[config.mk]
export PLATFORM = sky130hd
export DESIGN_NAME = flash_cmd_ctrl
export DESIGN_NICKNAME = d
export VERILOG_FILES = /design/src/rtl/flash_cmd_pkg.sv /design/src/rtl/flash_cmd_decode.sv /design/src/rtl/flash_op_timer.sv /design/src/rtl/flash_array_model.sv /design/src/rtl/flash_cmd_ctrl.sv
export SDC_FILE = /design/constraint.sdc
export NUM_CORES = 2
export LEC_CHECK = 0
export BUFFER_PORTS_ARGS = -buffer_cell sky130_fd_sc_hd__buf_2
export CELL_PAD_IN_SITES_DETAIL_PLACEMENT = 1
export CELL_PAD_IN_SITES_GLOBAL_PLACEMENT = 1
export CORE_ASPECT_RATIO = 1.25
export CORE_MARGIN = 2
export CORE_UTILIZATION = 50
export CTS_CLUSTER_SIZE = 14
export DETAILED_ROUTE_END_ITERATION = 10
export PLACE_DENSITY_LB_ADDON = 0.1
export RECOVER_POWER = 50
export SLEW_MARGIN = 15
export SYNTH_ARGS = -nofsm -noshare
export SYNTH_HDL_FRONTEND = slang
export SYNTH_SLANG_ARGS = --single-unit
export TNS_END_PERCENT = 10
[constraint.sdc]
create_clock -name clk_i -period 2.5 [get_ports clk_i]
set_clock_uncertainty 0.05 [all_clocks]
set_input_delay 0.125 -clock clk_i [delete_from_list [all_inputs] [get_ports clk_i]]
set_output_delay 0.125 -clock clk_i [all_outputs]
set_load 0.1 [all_outputs]
[src/rtl/flash_cmd_pkg.sv]
package flash_cmd_pkg;
  typedef enum logic [1:0] {OP_NONE, OP_PROG, OP_ERASE} op_kind_e;

  localparam logic [7:0] CMD_PROG    = 8'h40;
  localparam logic [7:0] CMD_ERASE   = 8'h20;
  localparam logic [7:0] CMD_CONFIRM = 8'hD0;
  localparam logic [7:0] CMD_LOCK    = 8'h60;
  localparam logic [7:0] CMD_LOCK_OK = 8'h01;
  localparam logic [7:0] CMD_CLEAR   = 8'h50;
endpackage

[src/rtl/flash_cmd_decode.sv]
module flash_cmd_decode
  import flash_cmd_pkg::*;
#(
  parameter int unsigned ADDR_W = 6
) (
  input  logic              clk_i,
  input  logic              rst_ni,
  input  logic              sel_i,
  input  logic              wr_i,
  input  logic [ADDR_W-1:0] addr_i,
  input  logic [15:0]       wdata_i,
  output logic              req_valid_o,
  output op_kind_e          req_kind_o,
  output logic              lock_set_o,
  output logic              clr_o
);
  typedef enum logic [1:0] {ST_IDLE, ST_PROG, ST_ERASE, ST_LOCK} dec_st_e;

  dec_st_e st_q, st_d;
  logic    wr_en;

  assign wr_en = sel_i && wr_i;

  always_comb begin
    st_d        = st_q;
    req_valid_o = 1'b0;
    req_kind_o  = OP_NONE;
    lock_set_o  = 1'b0;
    clr_o       = 1'b0;
    if (wr_en) begin
      unique case (st_q)
        ST_IDLE: begin
          unique case (wdata_i[7:0])
            CMD_PROG:  st_d = ST_PROG;
            CMD_ERASE: st_d = ST_ERASE;
            CMD_LOCK:  st_d = ST_LOCK;
            CMD_CLEAR: clr_o = 1'b1;
            default:   st_d = ST_IDLE;
          endcase
        end
        ST_PROG: begin
          st_d        = ST_IDLE;
          req_valid_o = 1'b1;
          req_kind_o  = OP_PROG;
        end
        ST_ERASE: begin
          st_d = ST_IDLE;
          if (wdata_i[7:0] == CMD_CONFIRM) begin
            req_valid_o = 1'b1;
            req_kind_o  = OP_ERASE;
          end
        end
        default: begin
          st_d = ST_IDLE;
          lock_set_o = (wdata_i[7:0] == CMD_LOCK_OK);
        end
      endcase
    end
  end

  always_ff @(posedge clk_i or negedge rst_ni)
    if (!rst_ni) st_q <= ST_IDLE;
    else         st_q <= st_d;


  desel_hold_chk: assert property (@(posedge clk_i) disable iff (!rst_ni)
    !(sel_i && wr_i) |=> $stable(st_q));

  logic unused_addr;
  assign unused_addr = ^addr_i;
endmodule

[src/rtl/flash_op_timer.sv]
module flash_op_timer #(
  parameter int unsigned CYCLES = 4
) (
  input  logic clk_i,
  input  logic rst_ni,
  input  logic start_i,
  output logic act_o,
  output logic done_o
);
  localparam int unsigned CW = (CYCLES > 1) ? $clog2(CYCLES) : 1;

  logic [CW-1:0] cnt_q;

  assign done_o = act_o && (cnt_q == '0);

  always_ff @(posedge clk_i or negedge rst_ni)
    if (!rst_ni) begin
      act_o <= 1'b0;
      cnt_q <= '0;
    end else if (start_i) begin
      act_o <= 1'b1;
      cnt_q <= CW'(CYCLES - 1);
    end else if (act_o) begin
      if (cnt_q == '0) act_o <= 1'b0;
      else             cnt_q <= cnt_q - 1'b1;
    end


  count_step_chk: assert property (@(posedge clk_i) disable iff (!rst_ni)
    (act_o && cnt_q != '0) |=> (act_o && cnt_q == $past(cnt_q) - 1'b1));


  no_restart_chk: assert property (@(posedge clk_i) disable iff (!rst_ni)
    start_i |-> !act_o);
endmodule

[src/rtl/flash_array_model.sv]
module flash_array_model #(
  parameter int unsigned NUM_BLOCKS  = 16,
  parameter int unsigned BLOCK_BYTES = 4,
  localparam int unsigned DEPTH  = NUM_BLOCKS * BLOCK_BYTES,
  localparam int unsigned ADDR_W = $clog2(DEPTH),
  localparam int unsigned BLK_W  = $clog2(NUM_BLOCKS)
) (
  input  logic              clk_i,
  input  logic              rst_ni,
  input  logic              erase_i,
  input  logic [BLK_W-1:0]  erase_blk_i,
  input  logic              prog_i,
  input  logic [ADDR_W-1:0] prog_addr_i,
  input  logic [15:0]       prog_data_i,
  input  logic              prog_wide_i,
  input  logic [ADDR_W-1:0] rd_addr_i,
  input  logic              rd_wide_i,
  output logic [15:0]       rd_data_o
);
  logic [DEPTH-1:0][7:0] mem;
  logic [ADDR_W-1:0]     prog_hi;

  assign prog_hi = {prog_addr_i[ADDR_W-1:1], 1'b1};

  for (genvar g = 0; g < DEPTH; g++) begin : g_byte
    localparam logic [BLK_W-1:0]  MY_BLK  = BLK_W'(g / BLOCK_BYTES);
    localparam logic [ADDR_W-1:0] MY_ADDR = ADDR_W'(g);
    logic [7:0] cell_q;
    always_ff @(posedge clk_i or negedge rst_ni)
      if (!rst_ni)                                      cell_q <= 8'hFF;
      else if (erase_i && erase_blk_i == MY_BLK)        cell_q <= 8'hFF;
      else if (prog_i && prog_addr_i == MY_ADDR)        cell_q <= cell_q & prog_data_i[7:0];
      else if (prog_i && prog_wide_i && prog_hi == MY_ADDR)
                                                        cell_q <= cell_q & prog_data_i[15:8];
    assign mem[g] = cell_q;
  end

  always_comb begin
    if (rd_wide_i)
      rd_data_o = {mem[{rd_addr_i[ADDR_W-1:1], 1'b1}], mem[{rd_addr_i[ADDR_W-1:1], 1'b0}]};
    else
      rd_data_o = {8'h00, mem[rd_addr_i]};
  end


  erase_prog_split_chk: assert property (@(posedge clk_i) disable iff (!rst_ni)
    (erase_i && prog_i) |-> (erase_blk_i != prog_addr_i[ADDR_W-1 -: BLK_W]));
endmodule

[src/rtl/flash_cmd_ctrl.sv]
module flash_cmd_ctrl
  import flash_cmd_pkg::*;
#(
  parameter int unsigned NUM_BLOCKS   = 16,
  parameter int unsigned BLOCK_BYTES  = 4,
  parameter int unsigned PROG_CYCLES  = 3,
  parameter int unsigned ERASE_CYCLES = 8,
  localparam int unsigned ADDR_W = $clog2(NUM_BLOCKS * BLOCK_BYTES),
  localparam int unsigned OFF_W  = $clog2(BLOCK_BYTES),
  localparam int unsigned BLK_W  = $clog2(NUM_BLOCKS)
) (
  input  logic                    clk_i,
  input  logic                    rst_ni,
  input  logic                    ce0_ni,
  input  logic                    ce1_ni,
  input  logic                    wr_i,
  input  logic                    word_mode_i,
  input  logic [ADDR_W-1:0]       addr_i,
  input  logic [15:0]             wdata_i,
  input  logic                    wp_ni,
  output logic [15:0]             rdata_o,
  output logic                    ready_o,
  output logic [7:0]              gsr_o,
  output logic [3*NUM_BLOCKS-1:0] bsr_o
);
  logic     sel, req_valid, lock_set, clr;
  op_kind_e req_kind;
  logic [BLK_W-1:0] req_blk;

  assign sel     = !ce0_ni && !ce1_ni;
  assign req_blk = addr_i[ADDR_W-1:OFF_W];

  flash_cmd_decode #(.ADDR_W(ADDR_W)) u_dec (
    .clk_i, .rst_ni, .sel_i(sel), .wr_i, .addr_i, .wdata_i,
    .req_valid_o(req_valid), .req_kind_o(req_kind),
    .lock_set_o(lock_set), .clr_o(clr)
  );

  // one-entry queue
  logic              q_valid, q_wide;
  op_kind_e          q_kind;
  logic [ADDR_W-1:0] q_addr;
  logic [15:0]       q_data;
  logic [BLK_W-1:0]  q_blk;
  logic [NUM_BLOCKS-1:0] locked, lock_err;
  logic              ovf, refuse, accept;

  assign refuse = req_valid && !q_valid && locked[req_blk] && !wp_ni;
  assign accept = req_valid && !q_valid && !refuse;
  assign q_blk  = q_addr[ADDR_W-1:OFF_W];

  // engines
  logic              e_act, e_done, e_start, p_act, p_done, p_start, p_wide;
  logic [BLK_W-1:0]  e_blk, p_blk;
  logic [ADDR_W-1:0] p_addr;
  logic [15:0]       p_data;

  assign p_blk   = p_addr[ADDR_W-1:OFF_W];
  assign e_start = q_valid && q_kind == OP_ERASE && !e_act && !(p_act && p_blk == q_blk);
  assign p_start = q_valid && q_kind == OP_PROG  && !p_act && !(e_act && e_blk == q_blk);

  flash_op_timer #(.CYCLES(ERASE_CYCLES)) u_erase_tmr (
    .clk_i, .rst_ni, .start_i(e_start), .act_o(e_act), .done_o(e_done));
  flash_op_timer #(.CYCLES(PROG_CYCLES)) u_prog_tmr (
    .clk_i, .rst_ni, .start_i(p_start), .act_o(p_act), .done_o(p_done));

  always_ff @(posedge clk_i or negedge rst_ni)
    if (!rst_ni) begin
      q_valid <= 1'b0;
      q_kind  <= OP_NONE;
      q_addr  <= '0;
      q_data  <= '0;
      q_wide  <= 1'b0;
    end else if (accept) begin
      q_valid <= 1'b1;
      q_kind  <= req_kind;
      q_addr  <= word_mode_i ? {addr_i[ADDR_W-1:1], 1'b0} : addr_i;
      q_data  <= word_mode_i ? wdata_i : {8'h00, wdata_i[7:0]};
      q_wide  <= word_mode_i;
    end else if (e_start || p_start) begin
      q_valid <= 1'b0;
    end

  always_ff @(posedge clk_i or negedge rst_ni)
    if (!rst_ni) begin
      e_blk  <= '0;
      p_addr <= '0;
      p_data <= '0;
      p_wide <= 1'b0;
    end else begin
      if (e_start) e_blk <= q_blk;
      if (p_start) begin
        p_addr <= q_addr;
        p_data <= q_data;
        p_wide <= q_wide;
      end
    end

  always_ff @(posedge clk_i or negedge rst_ni)
    if (!rst_ni) begin
      locked   <= '0;
      lock_err <= '0;
      ovf      <= 1'b0;
    end else begin
      if (lock_set) locked[req_blk] <= 1'b1;
      if (clr) begin
        lock_err <= '0;
        ovf      <= 1'b0;
      end else begin
        if (refuse) lock_err[req_blk] <= 1'b1;
        if (req_valid && q_valid) ovf <= 1'b1;
      end
    end

  logic [15:0] arr_rd;

  flash_array_model #(.NUM_BLOCKS(NUM_BLOCKS), .BLOCK_BYTES(BLOCK_BYTES)) u_array (
    .clk_i, .rst_ni,
    .erase_i(e_done), .erase_blk_i(e_blk),
    .prog_i(p_done), .prog_addr_i(p_addr), .prog_data_i(p_data), .prog_wide_i(p_wide),
    .rd_addr_i(addr_i), .rd_wide_i(word_mode_i), .rd_data_o(arr_rd)
  );

  assign rdata_o = sel ? arr_rd : 16'h0000;
  assign ready_o = !(q_valid || e_act || p_act);
  assign gsr_o   = {3'b000, ovf, p_act, e_act, e_act || p_act, q_valid};

  for (genvar b = 0; b < NUM_BLOCKS; b++) begin : g_bsr
    assign bsr_o[3*b +: 3] = {(e_act && e_blk == BLK_W'(b)) || (p_act && p_blk == BLK_W'(b)),
                              lock_err[b], locked[b]};
  end


  engines_apart_chk: assert property (@(posedge clk_i) disable iff (!rst_ni)
    (e_act && p_act) |-> (e_blk != p_blk));


  overflow_set_chk: assert property (@(posedge clk_i) disable iff (!rst_ni)
    (req_valid && q_valid) |=> ovf);


  queue_hold_chk: assert property (@(posedge clk_i) disable iff (!rst_ni)
    (q_valid && !e_start && !p_start) |=> q_valid);


  lock_keep_chk: assert property (@(posedge clk_i) disable iff (!rst_ni)
    1'b1 |=> ((locked & $past(locked)) == $past(locked)));
endmodule

## Yosys cells after proc, flatten, opt, wreduce, memory -nomap -nowiden

Cells that the tools add are included.

| operators by class | value |
|---|---|
| reductions and logical operators | 275 |
| add/sub/neg operators | 2 |
| bitwise operators | 99 |
| $lt $le $gt $ge | 5 |
| mux-type cells | 206 |
| eq/ne operators | 139 |

Operators with widths:

| operator | count |
|---|---|
| 8-bit 2-to-1 mux | 164 |
| 8-bit bitwise AND | 97 |
| 6-bit == test (second input constant) | 32 |
| 1-bit logical AND | 164 |
| 3-bit nonzero test | 33 |
| 6-bit by 5-bit == test with 1-bit output (second input constant) | 16 |
| 8-bit binary-select mux with 5-bit select | 2 |
| 5-bit == test (second input constant) | 16 |
| 16-bit 2-to-1 mux | 5 |
| 2-bit nonzero test | 36 |
| 4-bit == test (second input constant) | 16 |
| 8-bit binary-select mux with 6-bit select | 1 |
| 6-bit by 4-bit == test with 1-bit output (second input constant) | 8 |
| 5-bit by 4-bit == test with 1-bit output (second input constant) | 8 |
| 4-bit by 3-bit == test with 1-bit output (second input constant) | 8 |
| 16-bit bitwise OR | 2 |
| 6-bit by 3-bit == test with 1-bit output (second input constant) | 4 |
| 8-bit by 7-bit == test with 1-bit output (second input constant) | 3 |
| 6-bit by 7-bit less-than comparator with 1-bit output (second input constant) | 3 |
| 5-bit by 3-bit == test with 1-bit output (second input constant) | 4 |
| 1-bit logical OR | 20 |
| 1-bit 2-to-1 mux | 20 |
| 4-bit by 2-bit == test with 1-bit output (second input constant) | 4 |
| 6-bit by 2-bit == test with 1-bit output (second input constant) | 2 |
| other kinds (30) | 58 |

| word-level totals | value |
|---|---|
| output and inout bits | 73 |
| bits of input ports | 29 |
| register bits after elaboration | 607 |
| logic and storage cells | 807 |

## Longest topological paths before layout

| logic depth | value |
|---|---|
| word-level depth | 10 |
| depth in mapped cells | 11 |
| gate-level depth less buffers | 8 |

## Cells and area by module

Synthesis repeated with hierarchy kept, for this count alone.

| second synthesis, totals | value |
|---|---|
| cell total of the unflattened synthesis | 2,873 |
| area total of the unflattened synthesis | 32,905.3 sq um |

By module, submodules not included:

| module | area an instance (sq um) | sequential area each (sq um) | instances | cells each |
|---|---|---|---|---|
| flash_array_model | 28,274.6 | 13,452.9 | 1 | 2,456 |
| flash_cmd_ctrl | 4,000.1 | 2,152.1 | 1 | 354 |
| flash_cmd_decode | 247.7 | 50.0 | 1 | 27 |
| flash_op_timer at u_erase_tmr | 214.0 | 100.1 | 1 | 21 |
| flash_op_timer at u_prog_tmr | 168.9 | 75.1 | 1 | 15 |

## Least setup slack after synthesis

Ideal clock, no wire load.

| timing path | value |
|---|---|
| path type | input to output |
| from | input port addr_i[2] |
| to | output port rdata_o[9] |
| cell stages on the path | 8 |
| arrival | 3,915 ps |
| path slack | -1,590 ps |
| cells stage by stage | buf_4 buf_4 buf_2 buf_4 mux4_2 a21oi_1 nor2_1 a311oi_1 |

| on the way | value |
|---|---|
| word-level cells in the longest chain between the ends | 4 |

RTL lines:

| element | RTL line | text |
|---|---|---|
| from (decl) | flash_cmd_ctrl.sv:18 | `input logic [ADDR_W-1:0] addr_i,` |
| 8-bit binary-select mux with 5-bit select | flash_array_model.sv:40 | `rd_data_o = {mem[{rd_addr_i[ADDR_W-1:1], 1'b1}], mem[{rd_addr_i[ADDR_W-1:1], 1'b0}]};` |
| 8-bit 2-to-1 mux (not written as such) | flash_array_model.sv:40 |  |
| 16-bit 2-to-1 mux | flash_array_model.sv:39 | `if (rd_wide_i)` |
| 16-bit 2-to-1 mux | flash_cmd_ctrl.sv:124 | `assign rdata_o = sel ? arr_rd : 16'h0000;` |
| to (decl) | flash_cmd_ctrl.sv:21 | `output logic [15:0] rdata_o,` |

No other way between the ends. The select of a mux whose other input is x is not followed.

## Worst setup path after layout

| timing path | value |
|---|---|
| from | register u_array.g_byte[55].cell_q[0] |
| to | output port rdata_o[0] |

| on the way | value |
|---|---|
| word-level cells in the longest chain between the ends | 4 |

RTL lines:

| element | RTL line | text |
|---|---|---|
| from (decl) | flash_array_model.sv:28 | `logic [7:0] cell_q;` |
| from (signal assigned) | flash_array_model.sv:32 | `else if (prog_i && prog_addr_i == MY_ADDR) cell_q <= cell_q & prog_data_i[7:0];` |
| from (signal assigned) | flash_array_model.sv:34 | `cell_q <= cell_q & prog_data_i[15:8];` |
| 8-bit binary-select mux with 6-bit select | flash_array_model.sv:42 | `rd_data_o = {8'h00, mem[rd_addr_i]};` |
| 8-bit 2-to-1 mux (not written as such) | flash_array_model.sv:42 |  |
| 16-bit 2-to-1 mux | flash_array_model.sv:39 |  |
| 16-bit 2-to-1 mux | flash_cmd_ctrl.sv:124 |  |

No other way between the ends. The select of a mux whose other input is x is not followed.

==> metrics.md <==
| Metric | Value |
|---|---|
| CTS Buffer Depth | 3 |
| Total GRT Usage | 46.3% |
| Power density over the cells | around 540 mW/mm2 |
| RSZ-0062 raised after global routing | true |
| Die area | between 0.06 and 0.07 mm2 |
| Final Hold Fails | 0 |
| Crit-path cells | mux4_2, mux4_2, and3_4, a41oi_2, nand4_1, buf_8 |
| Syn avg cell area | ~11 um2 |
| Num CTS Buffers | 67 |
| Count of pins over their slew limit | 66 |
| Violated checks | max-capacitance violations, max-slew violations, negative setup slack |
| PnR worst setup slack | -593 ps |
| Clk_lat worst skew | 630 ps |
| Slew headroom | -44.4% |
| Worst endpoint required time | 2330 ps |
| Seq cells post-synth | around 610 |
| Period minus WS final | 3090 ps |
| Filler cell count | approximately 6600 |
| Io pins | between 100 and 150 |
| Number of warnings issued by yosys | 0 |
| Crit-path max FO | 2 |
| Seq/Total Area, Yosys | 48.7% |
| Most frequent CP cell | mux4_2 |
| Design area | ~0.040 mm2 |
| Vias in the first global route | 31795 |
| Initial antenna violation count | 11 |
| Top-area cell type share of the netlist area | between 40% and 50% |
| Hold slack | 37.7 ps |
| Status | complete, but fails checks |
| Final wirelength | 154 mm |
| Post-Synthesis Cells | 3033 |
| Synth Flop Type | dfstp_2 |
| Core ar. | 0.0644 mm2 |
| Slowest CP cell | mux4_2 |
| Synth area leaders | dfstp_2 (41%), mux4_2 (11%), nand2_1 (8.2%) |
| Pin count of the biggest net entering global routing | 72 |
| Maximum clock rate | 323 MHz |
| Vias | slightly above 30000 |
| Global route overflow | 0 |
| # setup viols final | 24 |
| Root buffer cell | clkbuf_16 |
| First DRT Iteration DRCs | 3460 |
| H-tree depth | 3 |
| Max stage delay on crit path | roughly 580 ps |
| HPWL after DPL | 109 mm |
| Tightest Pin Transition | 2170 ps |
| Leakage power | 0.0182 uW |
| Placed Area | 0.0371 mm2 |
| DRT Pass-1 Iters | 6 |
| Drt via density | between 7 and 8 |
| Critical Path Source Type | flip-flop |
| First-pass GRT wire length | 224 mm |
| Crit end category | output port |
| WS Path Type | flip-flop to output port |
| Synth cell types | 72 |
| Synth-to-layout area growth | 23.7% |
| Sequential Area | 0.0158 mm2 |
| Setup TNS | -6230 ps |
| Fin nets | around 3400 |
| Top delay family on crit path | multiplexers |
| CTS clk-pin slew, worst paths | roughly 60 ps |
| Wire per inst | 36.0 um |
| Die Y | approximately 290 um |
| Fin crit share | 124% |
| Drt drc | 0 |
| Post-route ant nets | 0 |
| Peak supply drop | 0.000613 V |
| Asr flop ratio synth | 100% |
| I/O Buffers | 98 |
| Multi-input logic area | 0.0162 mm2 |
| Post-layout util | 62.4% |
| Sink Count | 607 |
| Initial core utilization | 50.5% |
| Routability congestion estimate | 1.01 |
| Max-cap violations | 1 |
| Layout cells sized above 1 | 44.0% |
| Number of enable flip-flop cells after synthesis | 0 |
| Buffers and inverters on the worst path | 1 |
| Row count | between 100 and 150 |
| CTS tree | yes |
| HP Class | primary input to flip-flop |
| Mapped cell area | 0.0325 mm2 |
| Critical path arrival | between 2000 and 3000 ps |
| Yosys top cell by area | dfstp_2 |
| Die Wd | 232 um |
## where the power goes
group,internal [uW],leakage (uW),total [uW],switching [uW]
logic,534,0.0106,1500,965
registers,9870,0.00658,9870,0.665
clock network,6100,0.00112,10400,4320
## synth_stat cells (5+ instances only)
master / count
nand2_1: 707
dfstp_2: 512
o21ai_0: 308
o221ai_1: 259
clkbuf_1: 182
mux4_2: 164
mux2i_1: 141
dfrtp_1: 95
nor2_1: 90
mux2_2: 59
o22ai_1: 51
buf_2: 43
a21oi_1: 37
buf_4: 36
nor3_1: 36
nand3_1: 35
nor2b_1: 18
nand2b_1: 17
o21a_1: 16
a211oi_1: 14
buf_1: 13
mux2_1: 12
o211ai_1: 11
inv_1: 10
nand4_1: 10
o21bai_1: 10
ha_1: 8
a22oi_1: 7
a31oi_1: 7
o21ai_1: 7
or2_2: 7
xnor2_1: 7
a311oi_1: 6
and3_1: 6
a2111oi_0: 5
## per-stage QoR
step,cells,power (uW),setup slack [ps]
after floorplan,3035,10600,-468
after global placement,4140,11400,-567
after detailed placement,4140,11400,-559
after CTS,4279,21800,-589
after global routing,4281,22300,-595
final,4285,21800,-593
## what timing repair did
item                                    4_1_cts  5_1_grt
endpoints found under the hold margin       120        0
pin swaps                                    18       30
hold buffers                                 20        0
endpoints found under the setup margin       59      190
buffers inserted                              1        5
gates resized for setup                      88       93
## cells in the final DEF, fill, tap and decap left out, drive strengths merged, types with 35 or more instances in the layout
cell,Yosys,final
nand3,35,35
o21ai,315,315
nor2,90,90
a21oi,37,37
buf,94,517
o221ai,259,259
mux2i,141,141
nand2,707,707
dfrtp,95,95
mux4,164,164
o22ai,51,51
mux2,72,72
dfstp,512,512
clkbuf,182,117
nor3,36,36
## area by class of cell
type	count	area share [%]
antenna	4	0.0249
multi-input combinational	2140	40.2
clock inverter	20	0.650
inverter	12	0.112
sequential	607	39.4
clock buffer	99	5.00
timing repair buffer	555	12.0
tap	848	2.64
## final timing paths
| path | from | endpoint | slack, ps | depth (start not counted) |
|---|---|---|---|---|
| worst min-delay path | wp_ni | q_valid | 40 | 5 |
| worst min register to register | u_array.g_byte[40].cell_q[7] | u_array.g_byte[40].cell_q[7] | 430 | 2 |
| max in group asynchronous | rst_ni | u_erase_tmr.act_o | 40 | 3 |
| worst max register to register | u_prog_tmr.cnt_q[0] | u_array.g_byte[31].cell_q[0] | -30 | 8 |
| worst max-delay path | u_array.g_byte[55].cell_q[0] | rdata_o[0] | -590 | 6 |
| min in group asynchronous | rst_ni | lock_err[0] | 640 | 2 |
## flip-flops by register name (all words and copies together), names as in the netlist, 2 cells and up
register / flops
e_blk: 4
q_data: 16
lock_err: 16
q_kind: 2
u_dec.st_q: 2
locked: 16
u_prog_tmr.cnt_q: 2
q_addr: 6
p_data: 16
u_erase_tmr.cnt_q: 3
u_array.g_byte.cell_q: 512
p_addr: 6
## worst register-to-register path: cells and delay by family (launching register included)
| kind | cells | cell delay (ps) |
|---|---|---|
| adders and majority gates | 1 | 180 |
| AOI/OAI and AO/OA | 1 | 370 |
| DFF | 1 | 400 |
| buffers and inverters | 2 | 380 |
| and+or+nand+nor | 4 | 1040 |
## logic make-up after synthesis
logic type	count (synthesis)	share of synthesized area [%]
AOI/OAI and AO/OA	785	16.4
xor gates and xnor gates	10	0.269
adders and majority gates	8	0.308
buffers and inverters	288	3.95
DFF	607	48.7
muxes	377	18.2
other	1	0.0115
and+or+nand+nor	957	12.2
## per-layer routing
layer	track usage, %	wire length (um)	vias to the layer above
met2	71.7	70500	2116
met1	56.4	55500	15816
li1	-	-	12006
met3	11.5	15200	610
met4	34.1	13200	12
met5	0	82	-
Power figures use the tool's default switching activity.
